`config.mk`:
```
export PLATFORM = sky130hd
export DESIGN_NAME = nco_divider_top
export DESIGN_NICKNAME = d
export VERILOG_FILES = /design/src/rtl/nco_pkg.sv /design/src/rtl/phase_accum.sv /design/src/rtl/rise_detect.sv /design/src/rtl/bin_counter.sv /design/src/rtl/tap_mux.sv /design/src/rtl/nco_divider_top.sv
export SDC_FILE = /design/constraint.sdc
export NUM_CORES = 1
export LEC_CHECK = 0
export BUFFER_PORTS_ARGS = -buffer_cell sky130_fd_sc_hd__clkbuf_2
export CAP_MARGIN = 25
export CORE_MARGIN = 2
export CORE_UTILIZATION = 45
export CTS_CLUSTER_SIZE = 14
export DETAILED_ROUTE_END_ITERATION = 10
export GPL_ROUTABILITY_DRIVEN = 0
export GPL_TIMING_DRIVEN = 0
export PLACE_DENSITY = 0.66
export RECOVER_POWER = 25
export SLEW_MARGIN = 40
export SYNTH_ARGS = -nofsm -noshare
export SYNTH_HDL_FRONTEND = slang
export SYNTH_SLANG_ARGS = --single-unit
```
`constraint.sdc`:
```
create_clock -name clk_i -period 2.2 [get_ports clk_i]
set_input_delay 0 -clock clk_i [delete_from_list [all_inputs] [get_ports clk_i]]
set_output_delay 0 -clock clk_i [all_outputs]
set_load 0.05 [all_outputs]
```
`src/rtl/nco_pkg.sv`:
```
package nco_pkg;

    localparam int unsigned PHASE_W_DEF = 32;
    localparam int unsigned DIV_W_DEF   = 32;

    // Rising-edge condition shared by the edge detector and its checks.
    function automatic logic rise_of(input logic now_v, input logic before_v);
        return now_v & ~before_v;
    endfunction

endpackage

```
`src/rtl/phase_accum.sv`:
```
module phase_accum #(
    parameter int unsigned PHASE_W = nco_pkg::PHASE_W_DEF
) (
    input  logic               clk_i,
    input  logic               srst_i,
    input  logic [PHASE_W-1:0] step_i,
    output logic               wave_o
);
    localparam int unsigned TOP_BIT = PHASE_W - 1;

    typedef struct packed {
        logic [PHASE_W-1:0] acc;
    } acc_state_t;

    acc_state_t st_d, st_q;

    always_comb begin
        st_d = st_q;
        if (srst_i) begin
            st_d.acc = '0;
        end else begin
            st_d.acc = st_q.acc + step_i;
        end
    end

    always_ff @(posedge clk_i) begin
        st_q <= st_d;
    end

    assign wave_o = st_q.acc[TOP_BIT];

    assert_wrap_add_R1 : assert property (@(posedge clk_i) disable iff (srst_i)
        !$past(srst_i) |-> st_q.acc == $past(st_q.acc) + $past(step_i));

    assert_zero_step_hold_R8 : assert property (@(posedge clk_i) disable iff (srst_i)
        (!$past(srst_i) && $past(step_i) == '0) |-> $stable(wave_o));

endmodule

```
`src/rtl/rise_detect.sv`:
```
module rise_detect (
    input  logic clk_i,
    input  logic srst_i,
    input  logic level_i,
    output logic pulse_o
);
    typedef struct packed {
        logic prev;
    } edge_state_t;

    edge_state_t st_d, st_q;

    always_comb begin
        st_d = st_q;
        if (srst_i) begin
            st_d.prev = 1'b0;
        end else begin
            st_d.prev = level_i;
        end
    end

    always_ff @(posedge clk_i) begin
        st_q <= st_d;
    end

    assign pulse_o = nco_pkg::rise_of(level_i, st_q.prev);

    // A pulse never lasts more than one clock.
    assert_single_pulse_R4 : assert property (@(posedge clk_i) disable iff (srst_i)
        pulse_o |=> !pulse_o);

endmodule

```
`src/rtl/bin_counter.sv`:
```
module bin_counter #(
    parameter int unsigned CNT_W = nco_pkg::DIV_W_DEF
) (
    input  logic             clk_i,
    input  logic             srst_i,
    input  logic             en_i,
    output logic [CNT_W-1:0] count_o
);
    typedef struct packed {
        logic [CNT_W-1:0] cnt;
    } cnt_state_t;

    cnt_state_t st_d, st_q;

    always_comb begin
        st_d = st_q;
        if (srst_i) begin
            st_d.cnt = '0;
        end else if (en_i) begin
            st_d.cnt = st_q.cnt + 1'b1;
        end
    end

    always_ff @(posedge clk_i) begin
        st_q <= st_d;
    end

    assign count_o = st_q.cnt;

    assert_count_step_R4 : assert property (@(posedge clk_i) disable iff (srst_i)
        en_i |=> count_o == $past(count_o) + 1'b1);

    assert_count_hold_R4 : assert property (@(posedge clk_i) disable iff (srst_i)
        !en_i |=> $stable(count_o));

endmodule

```
`src/rtl/tap_mux.sv`:
```
module tap_mux #(
    parameter int unsigned CNT_W = nco_pkg::DIV_W_DEF,
    localparam int unsigned SEL_W = (CNT_W > 1) ? $clog2(CNT_W) : 1
) (
    input  logic [CNT_W-1:0] count_i,
    input  logic [SEL_W-1:0] sel_i,
    output logic             tap_o
);
    always_comb begin
        tap_o = 1'b0;
        for (int unsigned i = 0; i < CNT_W; i++) begin
            if (sel_i == SEL_W'(i)) begin
                tap_o = count_i[i];
            end
        end
    end
endmodule

```
`src/rtl/nco_divider_top.sv`:
```
module nco_divider_top #(
    parameter int unsigned PHASE_W = nco_pkg::PHASE_W_DEF,
    parameter int unsigned DIV_W   = nco_pkg::DIV_W_DEF,
    localparam int unsigned SEL_W  = (DIV_W > 1) ? $clog2(DIV_W) : 1
) (
    input  logic               clk_i,
    input  logic               srst_i,
    input  logic [PHASE_W-1:0] tune_word_i,
    input  logic [SEL_W-1:0]   tap_sel_i,
    output logic               wave_o,
    output logic               div_o
);
    logic             wave;
    logic             rise_pulse;
    logic [DIV_W-1:0] div_count;

    phase_accum #(.PHASE_W(PHASE_W)) u_accum (
        .clk_i  (clk_i),
        .srst_i (srst_i),
        .step_i (tune_word_i),
        .wave_o (wave)
    );

    rise_detect u_rise (
        .clk_i   (clk_i),
        .srst_i  (srst_i),
        .level_i (wave),
        .pulse_o (rise_pulse)
    );

    bin_counter #(.CNT_W(DIV_W)) u_count (
        .clk_i   (clk_i),
        .srst_i  (srst_i),
        .en_i    (rise_pulse),
        .count_o (div_count)
    );

    tap_mux #(.CNT_W(DIV_W)) u_tap (
        .count_i (div_count),
        .sel_i   (tap_sel_i),
        .tap_o   (div_o)
    );

    assign wave_o = wave;

    assert_reset_clear_R2 : assert property (@(posedge clk_i) disable iff (srst_i)
        $past(srst_i) |-> (!wave_o && !div_o));

    // With bit 0 selected, the output toggles exactly after each rising edge.
    assert_tap0_toggle_R5 : assert property (@(posedge clk_i) disable iff (srst_i)
        (tap_sel_i == '0 && $past(tap_sel_i) == '0 && !$past(srst_i))
            |-> ((div_o != $past(div_o)) == $past(rise_pulse)));

endmodule

```
Yosys cells after proc, flatten, opt, wreduce, memory -nomap -nowiden:

Cells that the tools add are included.

* reductions and logical operators: 1
* divide/modulo/power cells: 0
* shift operators: 0
* bitwise logic cells: 2
* magnitude comparators: 0
* $add $sub $neg: 2
* muxes and demuxes: 32
* eq/ne operators: 31
* multiply operators: 0

Operator list (count)
* == test 5 bit (second input constant): 16
* == test 5 x 4 -> 1 bit (second input constant): 8
* adder 32 x 1 -> 32 bit (second input constant): 1
* adder 32 bit: 1
* 2-to-1 mux 1 bit: 32
* == test 5 x 3 -> 1 bit (second input constant): 4
* == test 5 x 2 -> 1 bit (second input constant): 2
* == test 5 x 1 -> 1 bit (second input constant): 1
* zero test 5 bit: 1
* AND 1 bit: 1
* NOT 1 bit: 1

* output and inout port bits: 2
* logic and storage cells: 71
* latch bits: 0
* register bits: 65
* ROM bits: 0
* bits of input ports: 39
* memories kept: 0
* bits in writable memories: 0

Depth between registers and ports, before layout:

* depth in word-level cells: 33
* depth in mapped cells: 11
* mapped depth without buffers: 11

Modules after synthesis:

From an unflattened synthesis, not the netlist that was laid out.

* cells, all modules: 603
* area total of the unflattened synthesis: 4899.7 um^2

Modules (own cells, without submodules)
* phase_accum: times used 1, area each 2760.1 um^2, cells each 345
* bin_counter: times used 1, area each 1564.0 um^2, cells each 181
* tap_mux: times used 1, area each 528.0 um^2, cells each 74
* rise_detect: times used 1, area each 47.5 um^2, cells each 3

Worst setup path before layout:

Ideal clock, no wire load.

* kind: register to register
* start point: register u_accum.st_q[0] (netlist name)
* end point: register u_accum.st_q[30] (netlist name)
* clock period less this slack: 2.459 ns
* arrival time: 2.336 ns
* cell stages (with the launch flop): 12
* slack: -0.259 ns
* path through: dfxtp_1 -> ha_1 -> inv_1 -> fa_1 -> nor2b_4 -> o31a_1 -> o41ai_4 -> a31oi_2 -> o211a_1 -> o21ai_1 -> a31o_1 -> mux2_1

* cells in the longest elaborated chain, start to end: 1

Ends and longest elaborated chain
* start, declared: line phase_accum.sv:15 `acc_state_t st_d, st_q;`
* start signal, assigned: line phase_accum.sv:27 `st_q <= st_d;`
* adder 32 bit: line phase_accum.sv:22 `st_d.acc = st_q.acc + step_i;`

Every way passes these cells.
A chain may end at the register's enable or synchronous reset.

Final worst setup path:

Same ends and word-level chain as after synthesis.

==> results.cfg <==
[grt]
grt_pass1_vias = 3779
grt_max_degree = 12
antenna_found_initial = 0
overflow = 0
grt_usage_pct = 20.14
grt_pass1_wl_mm = 16.50

[run]
maxCapViolations = 0

[synthesis]
yosysTopAreaCell = dfxtp_1
synth_most_common_cell = nor2_1
netlist-cell-type-count = 70
synth_area_leaders = dfxtp_1 31%, ha_1 9.6%, nor2_1 6.2%
ys.flop_type = dfxtp_1
synth-edff-count = 0
synth_area_per_cell_um2 = 8.475
synth_common_cells = 69 x nor2_1, 65 x dfxtp_1, 33 x nand2_1, 32 x ha_1, 29 x xor2_1
syn-instance-count = 494
synth_top_area_share_pct = 31.08
synth.cell_area_um2 = 4187
yosysSeqAreaShare_pct = 31.08
synth_fp_nets = 566
ys_warn_count = 0
ys_ff_latch = 65
synthArstFlopShare_pct = 0

[placed_design]
io_buffers = 40
dp.cells = 645
place_area_um2 = 4592
dp_hpwl_mm = 6.969

[route]
wl_per_cell_um = 14.56
drtAntennaViolNets = 0
drt_iter0_markers = 141
drc = 0
totalWireLength_mm = 9.841
firstDrtPassIters = 4
viasPerCell = 5.559
vias = 3758

[sta]
max_freq_mhz = 396.6
setup-violations-final = 13
tns_ns = -1.703
finalCritPeriodShare_pct = 114.6
finalCriticalPeriod_ns = 2.522
grt_setup_unrepaired = true
max_slew_margin_pct = 53.86
drv_slew = 0
worstMarginPinSlew_ns = 0.6951
finClkSkew_ns = 0.009033
fin_ws_ns = -0.3215
hold_violations = 0

[clock_tree]
cts_tree = built
insertion_delay_ns = 0.35
cts_root_buf = clkbuf_8
htree_levels = 3
clk_pin_slew_worst_paths_ns = 0.08
clockBufferDepth = 2
cts_num_sinks = 65
cts_buffers = 9
postCtsHoldBufs = 0

[hold_path]
hp-class = in2reg

[worst_setup_path]
required_ns = 2.45
worstSetupPathType = reg2reg
crit_arrival_ns = 2.77
path_max_fanout = 4
setup.worst_path.end_class = flop
cp-start-kind = flop

[status]
status = finished, violations left
violations = setup timing

[final_layout]
antenna_cells = 0
syn_to_final_growth_pct = 23.04
stdcell_count = 676
final_core_util_pct = 56.28
drive_above_1_share_pct = 23.72
final_nets = 632
finish.instance_area_um2 = 5151

[power]
total_power_mw = 5.423
power_density_nw_per_um2 = 1053
leakagePower_nw = 2.101
ir_worst_vdd_mv = 0.6250

[floorplanning]
initial_core_util_pct = 45.74
die_area_um2 = 10090
die_height_um = 100.5
fp.coreArea_um2 = 9153
ios = 41
die_w_um = 100.5
rows = 35
[power by group]
| group | leakage [nW] | switching (mW) | internal [mW] |
|---|---|---|---|
| sequential | 0.535 | 0.129 | 1.44 |
| combinational | 1.47 | 1.46 | 1.34 |
| clock | 0.0953 | 0.495 | 0.551 |
[cell usage in the layout, fill, tap and decap left out, types with 5 or more instances in the layout]
cell type   n
ha_4       11
nor2b_1     8
clkbuf_2   38
a21o_1      6
and4_4      5
inv_1      13
xor2_1     29
xnor2_1    16
a21oi_1    19
nor3_1     11
a31oi_1     6
dfxtp_1    61
mux2i_1     7
clkbuf_8   10
nor2_1     69
nand2_1    31
a211oi_1    5
nand3_1    17
o21ai_0    24
o21a_1      8
ha_1       18
buf_4      16
and3_1      9
clkbuf_1   12
nand2b_1   10
and2_1      5
[worst paths after layout]
kind / start / to / slack (ns) / cells past startpoint
worst max register to register: u_accum.st_q[0] / u_accum.st_q[30] / -0.32 / 11
worst min-delay path: tune_word_i[0] / u_accum.st_q[0] / 0.03 / 3
worst min register to register: u_count.count_o[26] / u_count.count_o[26] / 0.50 / 2
worst max-delay path: u_accum.st_q[0] / u_accum.st_q[30] / -0.32 / 11
[metrics by stage]
stage | hold slack [ns] | setup WS (ns)
6_report | 0.02613 | -0.3215
3_3_place_gp | 0.3660 | -0.4418
3_5_place_dp | 0.3808 | -0.4740
5_1_grt | 0.02835 | -0.4340
2_1_floorplan | 0.2263 | -0.2233
4_1_cts | 0.006687 | -0.4385
[per-layer routing]
| layer | up-vias | share of wire, % | GRT usage [%] |
|---|---|---|---|
| li1 | 1909 | - | - |
| met1 | 1776 | 46 | 24.56 |
| met2 | 58 | 50 | 35.88 |
| met3 | 15 | 2.9 | 2.705 |
| met4 | 0 | 1.6 | 7.798 |
| met5 | - | 0 | 0 |
[flip-flops by register name (all words and copies together) (netlist names)]
signal	count
u_accum.st_q	32
u_count.count_o	32
u_rise.st_q	1
[worst max-delay path, stage by stage, from the launching register on]
cell     delay, ns
dfxtp_2       0.34
ha_4          0.16
inv_2         0.05
fa_2          0.22
nor2b_4       0.05
o31a_1        0.28
o41ai_4       0.31
a31oi_4       0.15
o211a_1       0.25
o21ai_2       0.14
a31o_1        0.19
mux2_4        0.30
[timing repair]
item	4_1_cts	5_1_grt
setup endpoints to repair	18	30
resized for setup	23	31
setup buffers	13	4
pin swaps	19	18
[cell type report]
type,instances,area [um2]
Inverter,14,52.55
Multi-Input combinational cell,400,3069
Sequential cell,65,1309
Clock inverter,5,55.05
Fill cell,867,4001
Tap cell,111,138.9
Buffer,14,57.56
Clock buffer,11,141.4
Timing Repair Buffer,56,327.8
[logic make-up (layout without fill, tap and decap cells)]
logic type	count (synthesis)	count (layout)	share of synthesized area [%]
simple gates	196	196	23.79
compound gates	115	115	19.70
flops	65	65	31.08
xor+xnor	45	45	9.414
fa+ha+maj	33	33	10.04
buf+inv	29	100	2.690
mux	11	11	3.287
Power figures use the tool's default switching activity.
